--- src/rtl/lin_pid_pkg.sv ---
// Package: shared types and the identifier parity function.
// Assumes the identifier layout: ID bits in [5:0], P0 in bit 6, P1 in bit 7.
package lin_pid_pkg;

    localparam int BYTE_W = 8;
    localparam int ID_W   = 6;

    typedef logic [BYTE_W-1:0] pid_byte_t;
    typedef logic [ID_W-1:0]   pid_id_t;

    // Returns {P1, P0} computed from the six identifier bits.
    function automatic logic [1:0] pid_parity(input pid_id_t id);
        logic p0;
        logic p1;
        p0 = id[0] ^ id[1] ^ id[2] ^ id[4];
        p1 = ~(id[1] ^ id[3] ^ id[4] ^ id[5]);
        return {p1, p0};
    endfunction

endpackage

--- src/rtl/pid_parity_calc.sv ---
// Combinational parity comparison of one received identifier byte.
// Assumes the byte is at least ID_W+2 bits wide, with the parity bits directly above the ID field.
module pid_parity_calc
    import lin_pid_pkg::*;
#(
    parameter int DATA_W = BYTE_W
) (
    input  logic [DATA_W-1:0] byte_in,
    output logic              mismatch
);

    localparam int P_LO = ID_W;
    localparam int P_HI = ID_W + 1;

    logic [1:0] calc_par;
    logic [1:0] recv_par;

    // Compare the received parity pair against the computed pair.
    always_comb begin
        calc_par = pid_parity(byte_in[ID_W-1:0]);
        recv_par = {byte_in[P_HI], byte_in[P_LO]};
        mismatch = (calc_par != recv_par);
    end

    initial begin
        assert (DATA_W >= ID_W + 2)
            else $error("byte too narrow for identifier layout");
    end

endmodule

--- src/rtl/pid_arm_ctrl.sv ---
// Arms after a sync strobe and selects the first byte that follows as the identifier.
// Assumes sync_done and rx_valid are single-cycle strobes. A byte in the same cycle
// as sync_done is treated as belonging to the previous frame.
module pid_arm_ctrl (
    input  logic clk,
    input  logic rst_n,
    input  logic sync_done,
    input  logic rx_valid,
    output logic check_now
);

    logic armed;

    // Byte to be checked: first valid byte while armed and not in a sync cycle.
    always_comb begin
        check_now = armed && rx_valid && !sync_done;
    end

    // Armed state: set by sync, dropped by the byte that is checked.
    always_ff @(posedge clk) begin
        if (!rst_n) begin
            armed <= 1'b0;
        end else if (sync_done) begin
            armed <= 1'b1;
        end else if (rx_valid) begin
            armed <= 1'b0;
        end
    end

    // once a byte has been checked, no further byte is checked until the next sync.
    p_single_check_r7: assert property (@(posedge clk) disable iff (!rst_n)
        (check_now && !sync_done) |=> !check_now);

    // a byte arriving together with sync is never the checked one.
    p_sync_byte_skip_r11: assert property (@(posedge clk) disable iff (!rst_n)
        (sync_done && rx_valid) |-> !check_now);

endmodule

--- src/rtl/pid_err_flag.sv ---
// Sticky parity error flag. A set takes priority over a clear in the same cycle.
// Assumes the set and clear inputs are synchronous to clk.
module pid_err_flag (
    input  logic clk,
    input  logic rst_n,
    input  logic set_i,
    input  logic clr_i,
    output logic flag_o
);

    // Flag register: set wins, then clear, else hold.
    always_ff @(posedge clk) begin
        if (!rst_n) begin
            flag_o <= 1'b0;
        end else if (set_i) begin
            flag_o <= 1'b1;
        end else if (clr_i) begin
            flag_o <= 1'b0;
        end
    end

    // a set always leaves the flag high, even with a concurrent clear.
    p_set_wins_r10: assert property (@(posedge clk) disable iff (!rst_n)
        set_i |=> flag_o);

    // with no clear and no set, the flag holds its value.
    p_hold_r9: assert property (@(posedge clk) disable iff (!rst_n)
        (!set_i && !clr_i) |=> $stable(flag_o));

    // a clear without a set drops the flag.
    p_clear_r9: assert property (@(posedge clk) disable iff (!rst_n)
        (clr_i && !set_i) |=> !flag_o);

endmodule

--- src/rtl/lin_pid_guard.sv ---
// Top level: passes received bytes to the FIFO, resets FIFO pointers on sync,
// and flags a parity error on the first byte after each sync.
// Assumes a byte strobe of at most one byte per cycle and a FIFO that accepts every write.
module lin_pid_guard
    import lin_pid_pkg::*;
#(
    parameter int DATA_W = BYTE_W
) (
    input  logic              clk,
    input  logic              rst_n,
    input  logic              sync_done,
    input  logic [DATA_W-1:0] rx_data,
    input  logic              rx_valid,
    input  logic              err_clr,
    output logic              fifo_wr_en,
    output logic [DATA_W-1:0] fifo_wr_data,
    output logic              fifo_ptr_rst,
    output logic              pid_err
);

    logic check_now;
    logic mismatch;
    logic err_set;

    // Select which byte is the identifier.
    pid_arm_ctrl u_arm (
        .clk       (clk),
        .rst_n     (rst_n),
        .sync_done (sync_done),
        .rx_valid  (rx_valid),
        .check_now (check_now)
    );

    // Compute the parity mismatch of the incoming byte.
    pid_parity_calc #(.DATA_W(DATA_W)) u_par (
        .byte_in  (rx_data),
        .mismatch (mismatch)
    );

    // Raise the error only for the checked byte.
    always_comb begin
        err_set = check_now && mismatch;
    end

    // Hold the sticky error flag.
    pid_err_flag u_flag (
        .clk    (clk),
        .rst_n  (rst_n),
        .set_i  (err_set),
        .clr_i  (err_clr),
        .flag_o (pid_err)
    );

    // FIFO write port: register every received byte, parity good or bad.
    always_ff @(posedge clk) begin
        if (!rst_n) begin
            fifo_wr_en   <= 1'b0;
            fifo_wr_data <= '0;
        end else begin
            fifo_wr_en <= rx_valid;
            if (rx_valid) begin
                fifo_wr_data <= rx_data;
            end
        end
    end

    // Pointer reset pulse: one cycle after each sync strobe.
    always_ff @(posedge clk) begin
        if (!rst_n) begin
            fifo_ptr_rst <= 1'b0;
        end else begin
            fifo_ptr_rst <= sync_done;
        end
    end

    // each valid byte is written one cycle later with the same data.
    p_write_follows_r2: assert property (@(posedge clk) disable iff (!rst_n)
        rx_valid |=> (fifo_wr_en && fifo_wr_data == $past(rx_data)));

    // no write without a byte.
    p_no_spurious_write_r2: assert property (@(posedge clk) disable iff (!rst_n)
        !rx_valid |=> !fifo_wr_en);

    // the pointer reset follows sync by one cycle.
    p_ptr_rst_r3: assert property (@(posedge clk) disable iff (!rst_n)
        sync_done |=> fifo_ptr_rst);

    // the pointer reset lasts one cycle per sync.
    p_ptr_rst_once_r3: assert property (@(posedge clk) disable iff (!rst_n)
        !sync_done |=> !fifo_ptr_rst);

    // a rising error flag coincides with the write of the offending byte.
    p_err_with_write_r6: assert property (@(posedge clk) disable iff (!rst_n)
        $rose(pid_err) |-> fifo_wr_en);

endmodule

--- config.mk ---
export PLATFORM = sky130hd
export DESIGN_NAME = lin_pid_guard
export DESIGN_NICKNAME = d
export VERILOG_FILES = /design/src/rtl/lin_pid_pkg.sv /design/src/rtl/pid_parity_calc.sv /design/src/rtl/pid_arm_ctrl.sv /design/src/rtl/pid_err_flag.sv /design/src/rtl/lin_pid_guard.sv
export SDC_FILE = /design/constraint.sdc
export NUM_CORES = 1
export LEC_CHECK = 0
export ABC_AREA = 1
export ABC_CLOCK_PERIOD_IN_PS = 1000
export BUFFER_PORTS_ARGS = -buffer_cell sky130_fd_sc_hd__clkbuf_2
export CAP_MARGIN = 20
export CORE_MARGIN = 3
export CORE_UTILIZATION = 25
export CTS_BUF_LIST = sky130_fd_sc_hd__clkbuf_8
export CTS_CLUSTER_SIZE = 16
export DETAILED_ROUTE_END_ITERATION = 8
export GPL_TIMING_DRIVEN = 0
export HOLD_SLACK_MARGIN = 0.02
export SYNTH_ARGS = -nofsm -noshare
export SYNTH_HDL_FRONTEND = slang
export SYNTH_HIERARCHICAL = 1
export SYNTH_SLANG_ARGS = --single-unit
--- constraint.sdc ---
create_clock -name clk -period 1 [get_ports clk]
set_input_delay 0.2 -clock clk [delete_from_list [all_inputs] [get_ports clk]]
set_output_delay 0.2 -clock clk [all_outputs]
set_load 0.03 [all_outputs]
After elaboration in Yosys (flattened, before gate mapping)
Cells that the tools add are included.

Register bits after elaboration: 12. Input port bits: 13. Word-level logic and storage cells: 23.

Equal/unequal tests: 1. Multiplexer cells: 4. Reduce and logical (&&, ||, !) cells: 6. Bitwise operators: 7.

Operator list (number): $xor A1 B1 Y1 (6); $mux W1 (4); $reduce_bool A2 Y1 (2); $logic_and A1 B1 Y1 (3); $ne A2 B2 Y1 (1); $logic_not A1 Y1 (1); $not A1 Y1 (1).

Depth between registers and ports, before layout
Gate-level depths: netlist of run 1.

Depth in word-level cells: 7. Mapped depth: 12.

By module
Netlist of run 1, hierarchy kept.

By module, submodules not included: lin_pid_guard (cells each 59, times used 1, area each 412.9 µm², seq. area each 200.2 µm²); pid_parity_calc (cells each 23, times used 1, area each 107.6 µm², seq. area each 0.0 µm²); pid_arm_ctrl (cells each 8, times used 1, area each 51.3 µm², seq. area each 20.0 µm²); pid_err_flag (cells each 6, times used 1, area each 43.8 µm², seq. area each 20.0 µm²).

Least setup slack after synthesis of run 1
Ideal clock, no wire load.

Kind: input to register. Start: in rx_data[6]. End: reg u_flag.flag_o. Slack: 0.152 ns. Library setup time: 0.115 ns. Path buffers: 0. Arrival: 0.733 ns. Stages: 12. Path through: inv_1 > nand2_2 > nand2_2 > nand2_2 > nand2_1 > nand2_1 > nand2_1 > nand2_1 > nand2_1 > inv_1 > inv_1 > a21oi_2.

Cells in the longest elaborated chain, start to end: 3. Elaborated cells between the ends (all ways): 4. Classes of those cells: eq/ne: 1; mux: 1; reduce/logical: 2.

RTL lines: from (decl) (RTL line lin_pid_guard.sv:12) `input logic [DATA_W-1:0] rx_data,`; $ne A2 B2 Y1 (*) (RTL line pid_parity_calc.sv:22) `mismatch = (calc_par != recv_par);`; via mismatch (RTL line lin_pid_guard.sv:22) `logic mismatch;`; $logic_and A1 B1 Y1 (*) (RTL line lin_pid_guard.sv:42) `err_set = check_now && mismatch;`; via err_set (RTL line lin_pid_guard.sv:23) `logic err_set;`; $mux W1 or $reduce_bool A2 Y1 (tied branches); to (signal assigned) (RTL line pid_err_flag.sv:14) `flag_o <= 1'b0;`; to (signal assigned) (RTL line pid_err_flag.sv:16) `flag_o <= 1'b1;`; to (signal assigned) (RTL line pid_err_flag.sv:18) `flag_o <= 1'b0;`; to (decl) (RTL line pid_err_flag.sv:8) `output logic flag_o`.

Mark *: on every way through the listed nets, which the timed path passes. The rest lies on a longest branch. A chain may end at the register's enable or synchronous reset.

Final worst setup path of run 1
Start: reg fifo_wr_data[7]. End: out fifo_wr_data[7].

RTL lines: from (decl) (RTL line lin_pid_guard.sv:16) `output logic [DATA_W-1:0] fifo_wr_data,`; from (signal assigned) (RTL line lin_pid_guard.sv:62) `fifo_wr_data <= rx_data;`.

No word-level cell between the ends.

==> reports/metrics.yaml, run 1 <==
die_y_um: 55.6
core.rowCount: 17
num_io_pins: 24
first_pass_iters: 4
cp.arrival_ns: 0.76
cp-end-kind: "output port"
combPwrFrac_pct: 19.8
regArea_um2: 240
viasPerCell: 3.95
syn_to_final_growth_pct: 36.2
vias: 596
grt_busiest_layer: "met2"
slowest_stage: "dfxtp_1"
die_area_mm2: 0.00309
hold_buffers: 0
max_slew_margin_pct: 84.3
synth_top_family_by_area: "simple AND/OR/NAND/NOR gates"
gr-usage-met1_pct: 10.2
critical_path.cell_chain: "clkbuf_4"
required_ns: 0.80
antenna_found_initial: 0
swShare_pct: 27.1
clk_latency_ns: 0.24
synth_compound_area_share_pct: 2.85
drive_above_1_share_pct: 33.3
fill_cells: 257
cap_violations: 0
cts_buffers: 3
peakVddDrop_uv: 618
grt_pass1_vias: 545
grt_max_degree: 11
h-tree-depth: 1
yosysWarnings: 6
dp_slack_ns: -0.0744
clkPwrFrac_pct: 40.5
final_core_util_pct: 36.8
synth_area_per_cell_um2: 6.41
syn_nets: 109
syn_inst: 96
status: "finished, final reports clean"
cts_root_buf: "clkbuf_8"
cts_tree: "yes"
cts_buffer_depth: 2
core_mm2: 0.00228
synthMuxAreaShare_pct: 0
net-switching-power_mw: 0.357
path_class: "reg2out"
dpl_cell_area_um2: 766
hold_depth: 3
slowest_delay_ns: 0.33
crit_path_start_kind: "register"
numPortBuffers: 23
power_leakage_nw: 0.509
multi_input_area_um2: 263
clock-sinks: 12
worst_clock_skew_ns: 0.0000713
synth_area_um2: 616
synth_cell_types: 13
critPathTopFamily: "flip-flops"
grt_overflow_total: 0
cp_max_fo: 2
whs_ns: 0.180
finalSetupViolCount: 0
post-route-min-period_ns: 0.958
drc: 0
synth-seq-cells: 12
routed_wl_um: 1260
grt_pass1_wl_um: 2300
r2r_cells: 6
post-route-period-util_pct: 95.8
synth_xor_area_share_pct: 1.42
p_seq_share_pct: 39.7
power_density_mw_per_mm2: 1570
power.total_mw: 1.32
finalHoldViolCount: 0
finalNetCount: 137
synth_simple_gate_area_share_pct: 38.4
cp.depth: 1
wl_per_cell_um: 8.33
first_iter_violations: 8
start_util_pct: 27.0
use_met2_pct: 15.0
ant_nets: 0
intPower_mw: 0.959
holdCritPathClass: "in2reg"
dp_hpwl_um: 1050
slew_violations: 0
final_cell_mix: "30 x nand2_1, 21 x inv_1, 15 x nor2_1"
antennaDiodeCount: 0
design_area_um2: 838
final_common_cell: "nand2_1"
synth_fa_ha_area_share_pct: 0
cts.clk_slew.worst_paths_ns: 0.05
globalplace.congestion: 0.712
seq_area_frac_synth_pct: 39.0
grt_usage_pct: 9.69
fmax_mhz: 1040
critPathBufInv: 1
met3_usage_pct: 5.10
worst_slew_pin_slew_ns: 0.233
layout_setup_ws_ns: 0.0418
rsz0062_at_grt: "no"
die_x_um: 55.6
[what timing repair did]
| item | CTS | global route |
|---|---|---|
| resized for setup | 1 | 19 |
| buffers inserted | 0 | 0 |
| endpoints found under the setup margin | 1 | 9 |
[final timing paths]
check | from | endpoint | slack, ns
setup / recovery | fifo_wr_data[7] | fifo_wr_data[7] | 0.04
hold / removal | sync_done | fifo_ptr_rst | 0.18
setup reg to reg | u_arm/armed | u_flag/flag_o | 0.24
hold reg to reg | u_flag/flag_o | u_flag/flag_o | 0.46
[area by class of cell]
cell class | instances | area share [%]
Multi-Input combinational cell | 59 | 31.3
Sequential cell | 12 | 28.7
Timing Repair Buffer | 23 | 15.8
Inverter | 22 | 9.85
Clock buffer | 4 | 6.57
Tap cell | 28 | 4.18
Buffer | 3 | 3.58
[power groups by stage]
stage	clock [mW]	sequential, mW	combinational (mW)
4_1_cts	0.558	0.523	0.255
3_3_place_gp	0	0.532	0.247
2_1_floorplan	0	0.588	0.118
6_report	0.534	0.523	0.260
5_1_grt	0.595	0.527	0.290
3_5_place_dp	0	0.533	0.253
[synthesized netlist by cell type]
master     n  area (um^2)
a21oi_2    2         17.5
buf_4      1         7.51
buf_6      2         22.5
dfxtp_1   12          240
inv_1     21         78.8
inv_2      1         3.75
nand2_1   30          113
nand2_2    6         37.5
nand3_1    2         10.0
nand3b_1   1         7.51
nor2_1    15         56.3
nor2_2     2         12.5
xnor2_1    1         8.76
[through the flow]
| stage | TNS (ns) | instances |
|---|---|---|
| floorplan | 0 | 96 |
| global placement | -0.0668 | 147 |
| detailed placement | -0.0744 | 147 |
| CTS | 0 | 151 |
| global route | 0 | 151 |
| finish | 0 | 151 |
[state kept, by name, indices dropped and copies added, names as in the netlist]
name,cells
fifo_wr_data,8
fifo_ptr_rst,1
u_arm/armed,1
fifo_wr_en,1
u_flag/flag_o,1
[kinds of logic after synthesis]
group / after synthesis
AND/OR/NAND/NOR: 56
buffers and inverters: 25
flip-flops: 12
AO/OA/AOI/OAI: 2
XOR/XNOR: 1
[per-layer routing]
layer | vias to the layer above | wire length, um
li1 | 322 | -
met2 | 16 | 617
met4 | 0 | 29
met5 | - | 0
met3 | 4 | 110
met1 | 254 | 501
(Power assumes the default switching activity.)
==> inputs of run 2 (changes only) <==
--- a/config.mk
+++ b/config.mk
@@ -16,6 +16,7 @@
 export DETAILED_ROUTE_END_ITERATION = 8
 export GPL_TIMING_DRIVEN = 0
 export HOLD_SLACK_MARGIN = 0.02
+export PLACE_DENSITY = 0.54
 export SYNTH_ARGS = -nofsm -noshare
 export SYNTH_HDL_FRONTEND = slang
 export SYNTH_HIERARCHICAL = 1
==> run 2 against run 1 <==
Global-route usage decreased by 1.4 points. Clock power about the same. Combinational power decreased by 2%. Total power decreased by 0.47%. Wire length decreased by 3.6%. Utilization decreased by 0.22 points. Critical path type unchanged. Critical endpoint is now fifo_wr_data[0]. Largest cell class unchanged.
==> reports/metrics.yaml, run 2 (same netlist as run 1, synthesis figures left out) <==
numPortBuffers: 23  # unchanged
grt_max_degree: 11  # unchanged
worst_clock_skew_ns: 0.000113  # was 0.0000713 ns
power_leakage_nw: 0.508  # was 0.509 nW
first_iter_violations: 10  # was 8
net-switching-power_mw: 0.355  # was 0.357 mW
ant_nets: 0  # unchanged
peakVddDrop_uv: 1080  # was 618 uV
intPower_mw: 0.956  # was 0.959 mW
path_class: "reg2out"  # unchanged
finalNetCount: 137  # unchanged
antennaDiodeCount: 0  # unchanged
clkPwrFrac_pct: 40.6  # was 40.5%
post-route-min-period_ns: 0.971  # was 0.958 ns
layout_setup_ws_ns: 0.0289  # was 0.0418 ns
die_x_um: 55.6  # unchanged
cp_max_fo: 2  # unchanged
largest_reg_flops: 8  # unchanged
slowest_stage: "dfxtp_1"  # unchanged
syn_to_final_growth_pct: 35.4  # was 36.2%
place_inst: 147  # unchanged
fmax_mhz: 1030  # was 1040 MHz
power_density_mw_per_mm2: 1570  # about the same
finalSetupViolCount: 0  # unchanged
combPwrFrac_pct: 19.5  # was 19.8%
slowest_delay_ns: 0.34  # was 0.33 ns
h-tree-depth: 1  # unchanged
start_util_pct: 27.0  # unchanged
grt_overflow_total: 0  # unchanged
core.rowCount: 17  # unchanged
critPathTopFamily: "flip-flops"  # unchanged
clock-sinks: 12  # unchanged
required_ns: 0.80  # about the same
cts_tree: "yes"  # unchanged
cp-end-kind: "output port"  # unchanged
cts_buffer_depth: 2  # unchanged
dp_slack_ns: -0.0689  # was -0.0744 ns
wl_per_cell_um: 8.03  # was 8.33 um
die_y_um: 55.6  # unchanged
post-route-period-util_pct: 97.1  # was 95.8%
critPathBufInv: 1  # unchanged
core_mm2: 0.00228  # unchanged
grt_usage_pct: 8.29  # was 9.69%
final_common_cell: "nand2_1"  # unchanged
cp.arrival_ns: 0.77  # was 0.76 ns
grt_pass1_wl_um: 2020  # was 2300 um
cts.clk_slew.worst_paths_ns: 0.06  # was 0.05 ns
critical_path.cell_chain: "clkbuf_4"  # unchanged
crit_path_start_kind: "register"  # unchanged
tns_ns: 0  # unchanged
viasPerCell: 3.95  # unchanged
num_io_pins: 24  # unchanged
largest-register: "fifo_wr_data"  # unchanged
holdCritPathClass: "in2reg"  # unchanged
grt_pass1_vias: 516  # was 545
dp_hpwl_um: 1000  # was 1050 um
power.total_mw: 1.31  # was 1.32 mW
vias: 596  # unchanged
die_area_mm2: 0.00309  # unchanged
antenna_found_initial: 0  # unchanged
slew_violations: 0  # unchanged
routed_wl_um: 1210  # was 1260 um
clk_latency_ns: 0.24  # about the same
rsz0062_at_grt: "no"  # unchanged
status: "finished, final reports clean"  # unchanged
cap_violations: 0  # unchanged
fill_cells: 255  # was 257
finalHoldViolCount: 0  # unchanged
reg2reg_slack_ns: 0.23  # was 0.24 ns
cts_root_buf: "clkbuf_8"  # unchanged
max_slew_margin_pct: 86.9  # was 84.3%
first_pass_iters: 4  # unchanged
hold_buffers: 0  # unchanged
cts_buffers: 3  # unchanged
swShare_pct: 27.1  # about the same
final_cell_mix: "30 x nand2_1, 21 x inv_1, 15 x nor2_1, 15 x clkbuf_2, 12 x dfxtp_1"  # was 30 x nand2_1, 21 x inv_1, 15 x nor2_1
worst_slew_pin_slew_ns: 0.195  # was 0.233 ns
stdcell_count: 151  # unchanged
p_seq_share_pct: 40.0  # was 39.7%
drc: 0  # unchanged
globalplace.congestion: 0.642  # was 0.712
drive_above_1_share_pct: 33.3  # unchanged
[run 2: cell types whose count changed in the layout (fill, tap and decap cells not counted), sizes merged]
cell / change
buf: -1
clkbuf: +1
[run 2: power groups by stage]
stage	combinational [mW]	clock (mW)	sequential, mW
global placement	0.249	0	0.533
floorplan	0.118	0	0.588
global route	0.286	0.581	0.527
detailed placement	0.252	0	0.534
finish	0.255	0.531	0.524
CTS	0.255	0.554	0.524
[run 2: metrics by stage]
step	util (%)	cell area, um^2	hold slack, ns
2_1_floorplan	-	616	0.298
6_report	36.6	833	0.192
3_5_place_dp	33.6	766	0.438
4_1_cts	36.3	826	0.189
3_3_place_gp	33.6	766	0.431
5_1_grt	36.6	833	0.191
[run 2: routing by layer]
layer	vias to the layer above	routed length [um]	GRT usage (%)	share of wire, %
li1	322	-	-	-
met1	249	529	9.19	44
met2	23	536	12.5	44
met3	2	139	5.57	11
met4	0	8	3.13	0.66
met5	-	0	0	0
[run 2: layout make-up]
type	instances	area [um^2]	area share, %
buffer	3	30.0	3.60
clock buffer	4	55.1	6.61
inverter	22	82.6	9.91
multi-input combinational	59	263	31.5
sequential	12	240	28.8
tap	28	35.0	4.20
timing repair buffer	23	128	15.3
[run 2: what timing repair did]
action | in CTS | in global routing
cloned | 0 | 0
gates resized for setup | 2 | 12
setup endpoints to repair | 2 | 8
buffers inserted | 0 | 0
pin swaps | 0 | 0
[run 2: path summary, 6_finish.rpt]
kind                                 startpoint               to  cells after the start
worst min-delay path                  sync_done     fifo_ptr_rst                      3
worst max register to register      u_arm/armed    u_flag/flag_o                      6
worst max-delay path            fifo_wr_data[0]  fifo_wr_data[0]                      1
worst min register to register    u_flag/flag_o    u_flag/flag_o                      2
